===== src/rtl/stx_pkg.sv =====
package stx_pkg;
    parameter int ADDR_W   = 16;
    parameter int DATA_W   = 32;
    parameter int SEQ_W    = 4;
    parameter int RS_DEPTH = 8;

    typedef logic [ADDR_W-1:0] line_t;
    typedef logic [DATA_W-1:0] word_t;
    typedef logic [SEQ_W-1:0]  seq_t;

    typedef enum logic {PH_RUN, PH_WAIT} phase_t;

    typedef struct packed {
        line_t addr;
        word_t data;
    } st_entry_t;

    function automatic logic turn_is_mine(seq_t turn, seq_t mine);
        return turn == mine;
    endfunction
endpackage


===== src/rtl/stx_readset.sv =====
module stx_readset
    import stx_pkg::*;
#(
    parameter int DEPTH = RS_DEPTH
) (
    input  logic  clk,
    input  logic  rst,
    input  logic  clr,
    input  logic  ins_en,
    input  line_t ins_addr,
    input  logic  snp_valid,
    input  line_t snp_addr,
    output logic  hit,
    output logic  full,
    output logic  present
);
    localparam int CW = $clog2(DEPTH + 1);

    logic [DEPTH-1:0] vld;
    line_t            tag [DEPTH];
    logic [CW-1:0]    cnt;
    logic [DEPTH-1:0] snp_m;
    logic [DEPTH-1:0] ins_m;
    logic             do_ins;

    assign full    = (cnt == CW'(DEPTH));
    assign present = |ins_m;
    assign hit     = snp_valid && (|snp_m);
    assign do_ins  = ins_en && !present && !full;

    for (genvar g = 0; g < DEPTH; g++) begin : g_ent
        assign snp_m[g] = vld[g] && (tag[g] == snp_addr);
        assign ins_m[g] = vld[g] && (tag[g] == ins_addr);

        always_ff @(posedge clk) begin
            if (rst || clr) begin
                vld[g] <= 1'b0;
            end else if (do_ins && cnt == CW'(g)) begin
                vld[g] <= 1'b1;
            end
        end

        always_ff @(posedge clk) begin
            if (do_ins && cnt == CW'(g)) begin
                tag[g] <= ins_addr;
            end
        end
    end

    always_ff @(posedge clk) begin
        if (rst || clr) begin
            cnt <= '0;
        end else if (do_ins) begin
            cnt <= cnt + CW'(1);
        end
    end

    // occupancy never exceeds the table size
    a_r7_no_overflow: assert property (@(posedge clk) disable iff (rst)
        cnt <= CW'(DEPTH));

    // a clear empties the whole table in one cycle
    a_r9_clear_one_cycle: assert property (@(posedge clk) disable iff (rst)
        clr |=> (cnt == '0 && vld == '0));

    // a full table only drains through a clear
    a_r7_full_holds: assert property (@(posedge clk) disable iff (rst)
        (full && !clr) |=> full);
endmodule


===== src/rtl/stx_commit_ctrl.sv =====
module stx_commit_ctrl
    import stx_pkg::*;
(
    input  logic  clk,
    input  logic  rst,
    input  seq_t  txn_seq,
    input  seq_t  commit_turn,
    input  logic  ld_valid,
    input  logic  st_valid,
    input  line_t st_addr,
    input  word_t st_data,
    input  logic  rs_hit,
    input  logic  rs_full,
    input  logic  rs_present,
    output logic  rs_ins,
    output logic  rs_clr,
    output logic  ld_stall,
    output logic  restart,
    output logic  bc_valid,
    output line_t bc_addr,
    output word_t bc_data
);
    phase_t    ph;
    st_entry_t pend;
    st_entry_t bc_q;
    logic      granted;
    logic      abort_now;
    logic      commit_now;

    assign granted    = turn_is_mine(commit_turn, txn_seq);
    assign abort_now  = rs_hit;
    assign commit_now = (ph == PH_WAIT) && granted && !rs_hit;
    assign ld_stall   = ld_valid && ((ph == PH_WAIT) ||
                                     (rs_full && !rs_present && !granted));
    assign rs_ins     = ld_valid && (ph == PH_RUN) && !ld_stall && !abort_now;
    assign rs_clr     = abort_now || commit_now;
    assign bc_addr    = bc_q.addr;
    assign bc_data    = bc_q.data;

    always_ff @(posedge clk) begin
        if (rst) begin
            ph       <= PH_RUN;
            pend     <= '0;
            bc_q     <= '0;
            restart  <= 1'b0;
            bc_valid <= 1'b0;
        end else begin
            restart  <= abort_now;
            bc_valid <= commit_now;
            if (commit_now) begin
                bc_q <= pend;
            end
            if (abort_now || commit_now) begin
                ph <= PH_RUN;
            end else if (ph == PH_RUN && st_valid) begin
                pend <= '{addr: st_addr, data: st_data};
                ph   <= PH_WAIT;
            end
        end
    end

    // a broadcast only follows an edge where the turn was ours
    a_r2_turn_before_bc: assert property (@(posedge clk) disable iff (rst)
        bc_valid |-> $past(commit_turn == txn_seq));

    // a snoop hit is never followed by a broadcast
    a_r6_hit_blocks_bc: assert property (@(posedge clk) disable iff (rst)
        rs_hit |=> !bc_valid);

    // pulses last one cycle and exclude each other
    a_r11_restart_pulse: assert property (@(posedge clk) disable iff (rst)
        restart |=> !restart);
    a_r11_bc_pulse: assert property (@(posedge clk) disable iff (rst)
        bc_valid |=> !bc_valid);
    a_r11_exclusive: assert property (@(posedge clk) disable iff (rst)
        !(restart && bc_valid));
endmodule


===== src/rtl/stx_unit.sv =====
module stx_unit
    import stx_pkg::*;
(
    input  logic              clk,
    input  logic              rst,
    input  logic [SEQ_W-1:0]  txn_seq,
    input  logic [SEQ_W-1:0]  commit_turn,
    input  logic              ld_valid,
    input  logic [ADDR_W-1:0] ld_addr,
    output logic              ld_stall,
    input  logic              st_valid,
    input  logic [ADDR_W-1:0] st_addr,
    input  logic [DATA_W-1:0] st_data,
    input  logic              snp_valid,
    input  logic [ADDR_W-1:0] snp_addr,
    output logic              restart,
    output logic              bc_valid,
    output logic [ADDR_W-1:0] bc_addr,
    output logic [DATA_W-1:0] bc_data
);
    logic rs_hit, rs_full, rs_present, rs_ins, rs_clr;

    stx_readset #(.DEPTH(RS_DEPTH)) u_rs (
        .clk       (clk),
        .rst       (rst),
        .clr       (rs_clr),
        .ins_en    (rs_ins),
        .ins_addr  (ld_addr),
        .snp_valid (snp_valid),
        .snp_addr  (snp_addr),
        .hit       (rs_hit),
        .full      (rs_full),
        .present   (rs_present)
    );

    stx_commit_ctrl u_ctrl (
        .clk         (clk),
        .rst         (rst),
        .txn_seq     (txn_seq),
        .commit_turn (commit_turn),
        .ld_valid    (ld_valid),
        .st_valid    (st_valid),
        .st_addr     (st_addr),
        .st_data     (st_data),
        .rs_hit      (rs_hit),
        .rs_full     (rs_full),
        .rs_present  (rs_present),
        .rs_ins      (rs_ins),
        .rs_clr      (rs_clr),
        .ld_stall    (ld_stall),
        .restart     (restart),
        .bc_valid    (bc_valid),
        .bc_addr     (bc_addr),
        .bc_data     (bc_data)
    );

    // nothing is signalled in the cycle after reset
    a_r1_quiet_after_reset: assert property (@(posedge clk)
        $past(rst) |-> (!restart && !bc_valid));
endmodule


===== config.mk =====
export PLATFORM = sky130hd
export DESIGN_NAME = stx_unit
export DESIGN_NICKNAME = d
export VERILOG_FILES = /design/src/rtl/stx_pkg.sv /design/src/rtl/stx_readset.sv /design/src/rtl/stx_commit_ctrl.sv /design/src/rtl/stx_unit.sv
export SDC_FILE = /design/constraint.sdc
export NUM_CORES = 1
export LEC_CHECK = 0
export CAP_MARGIN = 20
export CORE_UTILIZATION = 45
export CTS_CLUSTER_DIAMETER = 150
export DETAILED_ROUTE_END_ITERATION = 10
export PLACE_DENSITY = 0.67
export SKIP_CTS_REPAIR_TIMING = 1
export SKIP_LAST_GASP = 1
export SLEW_MARGIN = 5
export SYNTH_ARGS = -nofsm -noshare
export SYNTH_HDL_FRONTEND = slang
export SYNTH_SLANG_ARGS = --single-unit

===== constraint.sdc =====
create_clock -name clk -period 4.4 [get_ports clk]
set_clock_uncertainty 0.05 [all_clocks]
set_input_delay 0.44 -clock clk [delete_from_list [all_inputs] [get_ports clk]]
set_output_delay 0.44 -clock clk [all_outputs]
set_load 0.005 [all_outputs]

==> results of run 1 <==
layer usage:
| layer | track usage (%) | wire [um] | vias to the layer above |
|---|---|---|---|
| met5 | 0 | 0 | - |
| met4 | 6.51 | 867 | 0 |
| met3 | 4.75 | 2950 | 54 |
| met2 | 38.0 | 14800 | 383 |
| met1 | 36.5 | 15200 | 4232 |
| li1 | - | - | 4134 |
power by group:
group,internal (mW),switching (mW)
Clock,1.22,0.909
Combinational,0.232,0.287
Sequential,2.40,0.0302
Total,3.86,1.23
metrics by stage:
stage | power [mW] | util [%] | std cells
final | 5.08 | 57.0 | 1602
after global routing | 5.24 | 57.0 | 1602
after CTS | 5.11 | 57.0 | 1602
after detailed placement | 2.99 | 53.8 | 1555
after global placement | 2.99 | 53.8 | 1555
after floorplan | 2.77 | - | 1091
area by class of cell:
class / instances / area [um^2]
fillers: 2229 / 11200
flip-flops and latches: 239 / 6070
multi-input cells: 773 / 5620
repair buffers: 201 / 1890
clock buffers: 40 / 776
well taps: 335 / 419
clock inverters: 7 / 66.3
inverters: 7 / 26.3
cell usage in the layout, fill, tap and decap left out, types with 3 or more instances in the layout:
cell / netlist / routed
xor2_1: 226 / 226
clkdlybuf4s50_1: 0 / 142
edfxtp_1: 128 / 128
dfxtp_1: 111 / 111
nand2b_1: 99 / 99
o21ai_0: 95 / 95
nor4_1: 67 / 59
buf_4: 4 / 57
nor2b_1: 51 / 51
mux2i_1: 48 / 48
xnor2_1: 34 / 34
nand3_1: 28 / 28
clkbuf_16: 0 / 28
nand2_1: 20 / 20
nor3_1: 19 / 19
nand4_1: 12 / 12
o21a_1: 9 / 9
clkbuf_1: 45 / 9
nor4_2: 0 / 8
inv_1: 7 / 7
nor2_1: 7 / 7
or4_1: 6 / 6
a21oi_1: 5 / 5
nand3b_1: 4 / 4
o22a_1: 4 / 4
or4b_2: 4 / 4
o31ai_1: 4 / 4
ha_1: 4 / 4
clkinv_2: 0 / 4
or4b_1: 3 / 3
clkbuf_8: 0 / 3
cells in the mapped netlist (all sizes together):
library cell	instances
o22a	4
ha	4
or3	2
or4b	7
nor4	67
a21oi	5
clkbuf	46
edfxtp	128
o22ai	4
nor4bb	1
o21ai	97
a31oi	1
nor4b	2
o21a	9
nor3	19
mux2i	48
nand3b	4
o32ai	2
buf	26
and3	2
nand4	12
xor2	226
o41a	1
a311oi	1
nor2b	51
and4	1
inv	7
nor2	7
nand3	28
nand4b	1
nand2	20
nand2b	99
o41ai	1
o31ai	4
or4	6
nor3b	3
dfxtp	111
xnor2	34
state kept, by name, summed over array words and instances, names as in the netlist:
signal           cells
u_ctrl.bc_addr      16
u_ctrl.bc_data      32
u_ctrl.bc_valid      1
u_ctrl.pend         48
u_ctrl.ph            1
u_ctrl.restart       1
u_rs.cnt             4
u_rs.tag           128
u_rs.vld             8
cell families after synthesis:
logic type	Yosys count
buf+inv	79
fa+ha+maj	4
flops	239
mux	48
compound gates	129
simple gates	332
xor+xnor	260
path summary, 6_finish.rpt:
kind / start / to / slack [ns] / depth (start not counted)
max: ld_addr[6] / ld_stall / 0.56 / 10
min: st_addr[9] / u_ctrl.pend[41] / 0.41 / 3
max reg2reg: u_rs.tag[1][54] / u_ctrl.bc_data[21] / 1.32 / 8
min reg2reg: u_ctrl.pend[19] / u_ctrl.bc_data[19] / 0.42 / 2
worst max-delay path: cells and delay by family:
| kind | cells | cell delay (ns) |
|---|---|---|
| AND/OR/NAND/NOR | 4 | 0.72 |
| XOR/XNOR | 1 | 0.14 |
| AO/OA/AOI/OAI | 2 | 0.44 |
| buffers and inverters | 3 | 1.60 |
==> impl_metrics.json, run 1 <==
{
  "outcome": "completed",
  "drt_iter0_markers": 723,
  "path_cells": "clkdlybuf4s50_1 -> buf_4 -> xor2_1 -> nor4_1 -> nand3_1 -> o22a_1 -> nand4_1 -> nor3_1 -> o21a_1 -> clkdlybuf4s50_1",
  "drtPass1Iterations": 7,
  "finalMaxSlewViolations": 0,
  "diodes": 0,
  "synth_area_leaders": "edfxtp_1, dfxtp_1, xor2_1, nand2b_1, mux2i_1",
  "slowest_stage": "clkdlybuf4s50_1",
  "p_leak_nw": 5.22,
  "path_clk_slew_ns": 0.06,
  "clk_latency_ns": 0.55,
  "crit_path_start_kind": "primary input",
  "dp_worst_setup_slack_ns": 0.530,
  "worstPathRequired_ns": 3.91,
  "grt_max_degree": 94,
  "die-area_um2": 27300,
  "placeableCoreArea_um2": 26100,
  "max_slew_margin_pct": 27.9,
  "fin_hold_ws_ns": 0.405,
  "drc": 0,
  "max_freq_mhz": 261,
  "grt_pass1_vias": 8613,
  "yosys.cell_types.count": 46,
  "syn_area_per_cell_um2": 11.0,
  "synth_top_family_by_area": "XOR/XNOR gates",
  "wl_per_cell_um": 21.1,
  "synth_nets": 1188,
  "cts_sinks": 239,
  "wirelength_mm": 33.8,
  "critPathArrivalTime_ns": 3.35,
  "num_vias": 8803,
  "cts.path.max_buffers": 3,
  "synth_seq_cells": 239,
  "portBuffers": 143,
  "worstMarginPinSlew_ns": 1.07,
  "die_w_um": 165,
  "die_h_um": 165,
  "fin_crit_ns": 3.84,
  "synth_mux_area_share_pct": 4.01,
  "syn2layout_area_growth_pct": 23.9,
  "synth-xor-area-share_pct": 19.0,
  "start_util_pct": 46.0,
  "numCtsBuffers": 26,
  "p_per_area_nw_per_um2": 342,
  "path_class": "in -> out",
  "synth_compound_area_share_pct": 6.12,
  "post-route-cell-area_um2": 14900,
  "drv_cap": 0,
  "yosys.area_share.simple_pct": 16.8,
  "num_io_pins": 144,
  "root_buffer": "clkbuf_16",
  "synth_top_area_share_pct": 32.1,
  "peakVddDrop_mv": 0.280,
  "placementRows": 59,
  "hold_path_class": "in -> reg",
  "drive_gt1_share_pct": 9.00,
  "grt_first_pass_wirelength_mm": 51.3,
  "syn_area_um2": 12000,
  "synthAdderAreaFrac_pct": 0.417,
  "dpl_cell_area_um2": 14000,
  "postLayoutSetupSlackWorst_ns": 0.563,
  "hpwl_mm": 24.1,
  "period_share_pct": 87.2,
  "grt_overflow": 0,
  "cts_tree": "yes",
  "tns_ns": 0,
  "slowest_delay_ns": 0.80,
  "cp_common_cell": "clkdlybuf4s50_1",
  "cp_max_fo": 9,
  "synth_largest_area_cell": "edfxtp_1",
  "endpoint_kind": "output port",
  "grt_usage_pct": 25.1,
  "final_nets": 1345,
  "via_per_inst": 5.50,
  "antenna_left": 0,
  "hold_viol_final": 0,
  "cts_max_level": 1,
  "setup_viol": 0,
  "gp_congestion": 0.957,
  "synthCells": 1091,
  "ys_warn_count": 0,
  "rsz0062_at_grt": "false",
  "ys_seq_area_share_pct": 50.6,
  "grt_antenna_before_repair": 0
}
Note: power is estimated with default switching activity, not from simulation.
==> run 2: changes to the inputs <==
- PLACE_DENSITY: 0.67 -> 0.66
==> run 2 against run 1 <==
  * Via count shrank 0.45%
  * Cell count grew 0.25%
  * Utilization grew 0.43 points
  * Highest routed layer unchanged
==> impl_metrics.json, run 2 (same netlist as run 1, synthesis figures left out) <==
{
  "outcome": "completed",
  "path_clk_slew_ns": 0.06,
  "hold_viol_final": 0,
  "swShare_pct": 23.7,
  "setup_viol": 0,
  "path_cells": "clkdlybuf4s50_1 -> buf_4 -> xor2_1 -> nor4_1 -> nand3_1 -> o22a_1 -> nand4_1 -> nor3_1 -> o21a_1 -> clkdlybuf4s50_1",
  "wl_per_cell_um": 22.1,
  "cts_tree": "yes",
  "period_share_pct": 88.2,
  "max_flop_register": "u_rs.tag",
  "hpwl_mm": 25.1,
  "placementRows": 59,
  "drtPass1Iterations": 5,
  "p_leak_nw": 5.28,
  "max_slew_margin_pct": 49.4,
  "final_nets": 1347,
  "die_w_um": 165,
  "hold_path_class": "in -> reg",
  "cp_max_fo": 9,
  "slowest_stage": "clkdlybuf4s50_1",
  "p_int_mw": 4.06,
  "power_mw": 5.32,
  "syn2layout_area_growth_pct": 24.9,
  "drive_gt1_share_pct": 9.60,
  "final_common_cell": "xor2_1",
  "grt_max_degree": 92,
  "post-route-cell-area_um2": 15000,
  "cts.path.max_buffers": 3,
  "drc": 0,
  "diodes": 0,
  "p_per_area_nw_per_um2": 356,
  "endpoint_kind": "output port",
  "tns_ns": 0,
  "wirelength_mm": 35.6,
  "fillerInstances": 2243,
  "largest_register_ffs": 128,
  "p_switching_mw": 1.26,
  "antenna_left": 0,
  "rsz0062_at_grt": "false",
  "final_cell_mix": "xor2_1, clkdlybuf4s50_1, edfxtp_1, dfxtp_1, nand2b_1",
  "num_vias": 8763,
  "grt_antenna_before_repair": 0,
  "r2r_end": "u_rs.vld[2]",
  "grt_usage_pct": 26.2,
  "numCtsBuffers": 27,
  "fin_hold_ws_ns": 0.412,
  "dpl_cell_area_um2": 14000,
  "grt_pass1_vias": 8574,
  "crit_path_start_kind": "primary input",
  "holdPathStages": 3,
  "cp_common_cell": "clkdlybuf4s50_1",
  "drt_iter0_markers": 577,
  "grt_first_pass_wirelength_mm": 52.5,
  "worstPathRequired_ns": 3.91,
  "min_to": "u_ctrl.pend[7]",
  "clockPowerShare_pct": 44.3,
  "reg2reg_from": "u_rs.tag[1][32]",
  "portBuffers": 143,
  "slowest_delay_ns": 0.85,
  "placeableCoreArea_um2": 26100,
  "clk_latency_ns": 0.55,
  "multi_input_area_um2": 5620,
  "root_buffer": "clkbuf_16",
  "pwr-share-comb_pct": 10.0,
  "worstHoldStart": "st_data[7]",
  "path_class": "in -> out",
  "cts_sinks": 239,
  "num_io_pins": 144,
  "worst-r2r-cell-count": 9,
  "gp_congestion": 0.971,
  "critPathArrivalTime_ns": 3.39,
  "regArea_um2": 6070,
  "ff2ff_setup_slack_ns": 1.08,
  "grt_overflow": 0,
  "fin_crit_ns": 3.88,
  "start_util_pct": 46.0,
  "via_per_inst": 5.46,
  "pwr-share-seq_pct": 45.7,
  "peakVddDrop_mv": 0.271,
  "max_freq_mhz": 258,
  "die-area_um2": 27300,
  "worstMarginPinSlew_ns": 0.756,
  "drv_cap": 0,
  "cts_max_level": 1,
  "die_h_um": 165,
  "finalMaxSlewViolations": 0
}
==> run 2: worst max-delay path, delay by kind of cell <==
kind / cells / cell delay (ns)
AO/OA/AOI/OAI: 2 / 0.47
buffers and inverters: 3 / 1.62
XOR/XNOR: 1 / 0.12
AND/OR/NAND/NOR: 4 / 0.75
==> run 2: how the worst max path moves through the flow <==
| stage | cells past startpoint | to | startpoint | slack, ns |
|---|---|---|---|---|
| 2_1_floorplan | 9 | u_rs.tag[0][16] | snp_addr[6] | 0.39 |
| 3_3_place_gp | 10 | u_rs.vld[3] | snp_addr[5] | 0.27 |
| 3_5_place_dp | 10 | u_rs.vld[2] | snp_addr[6] | 0.28 |
| 4_1_cts | 10 | ld_stall | ld_addr[3] | 0.52 |
| 5_1_grt | 10 | ld_stall | ld_addr[3] | 0.42 |
| 6_report | 10 | ld_stall | ld_addr[3] | 0.52 |
==> run 2: power by group through the flow <==
stage               Sequential, mW  Clock (mW)  Combinational [mW]
finish                        2.43        2.36               0.530
global route                  2.44        2.49               0.568
global placement              2.48           0               0.526
CTS                           2.43        2.40               0.529
detailed placement            2.48           0               0.526
floorplan                     2.47           0               0.293
==> run 2: cell type report <==
type	count	share of cell area [%]
inverters	7	0.176
repair buffers	202	12.7
well taps	335	2.80
clock buffers	39	5.50
clock inverters	11	0.836
flip-flops and latches	239	40.5
multi-input cells	773	37.5
==> run 2: layer usage <==
| metal | part of all wire, % | global-route usage, % | wire (um) |
|---|---|---|---|
| met1 | 45 | 35.5 | 16000 |
| met2 | 46 | 41.7 | 16300 |
| met3 | 5.7 | 4.10 | 2010 |
| met4 | 3.5 | 10.6 | 1260 |
| met5 | 0 | 0 | 0 |
==> run 2: per-stage QoR <==
| stage | util, % | worst slack [ns] | cells |
|---|---|---|---|
| CTS | 57.4 | 0.518 | 1606 |
| global route | 57.4 | 0.420 | 1606 |
| finish | 57.4 | 0.519 | 1606 |
| detailed placement | 53.8 | 0.276 | 1556 |
| global placement | 53.8 | 0.275 | 1555 |
| floorplan | - | 0.392 | 1091 |
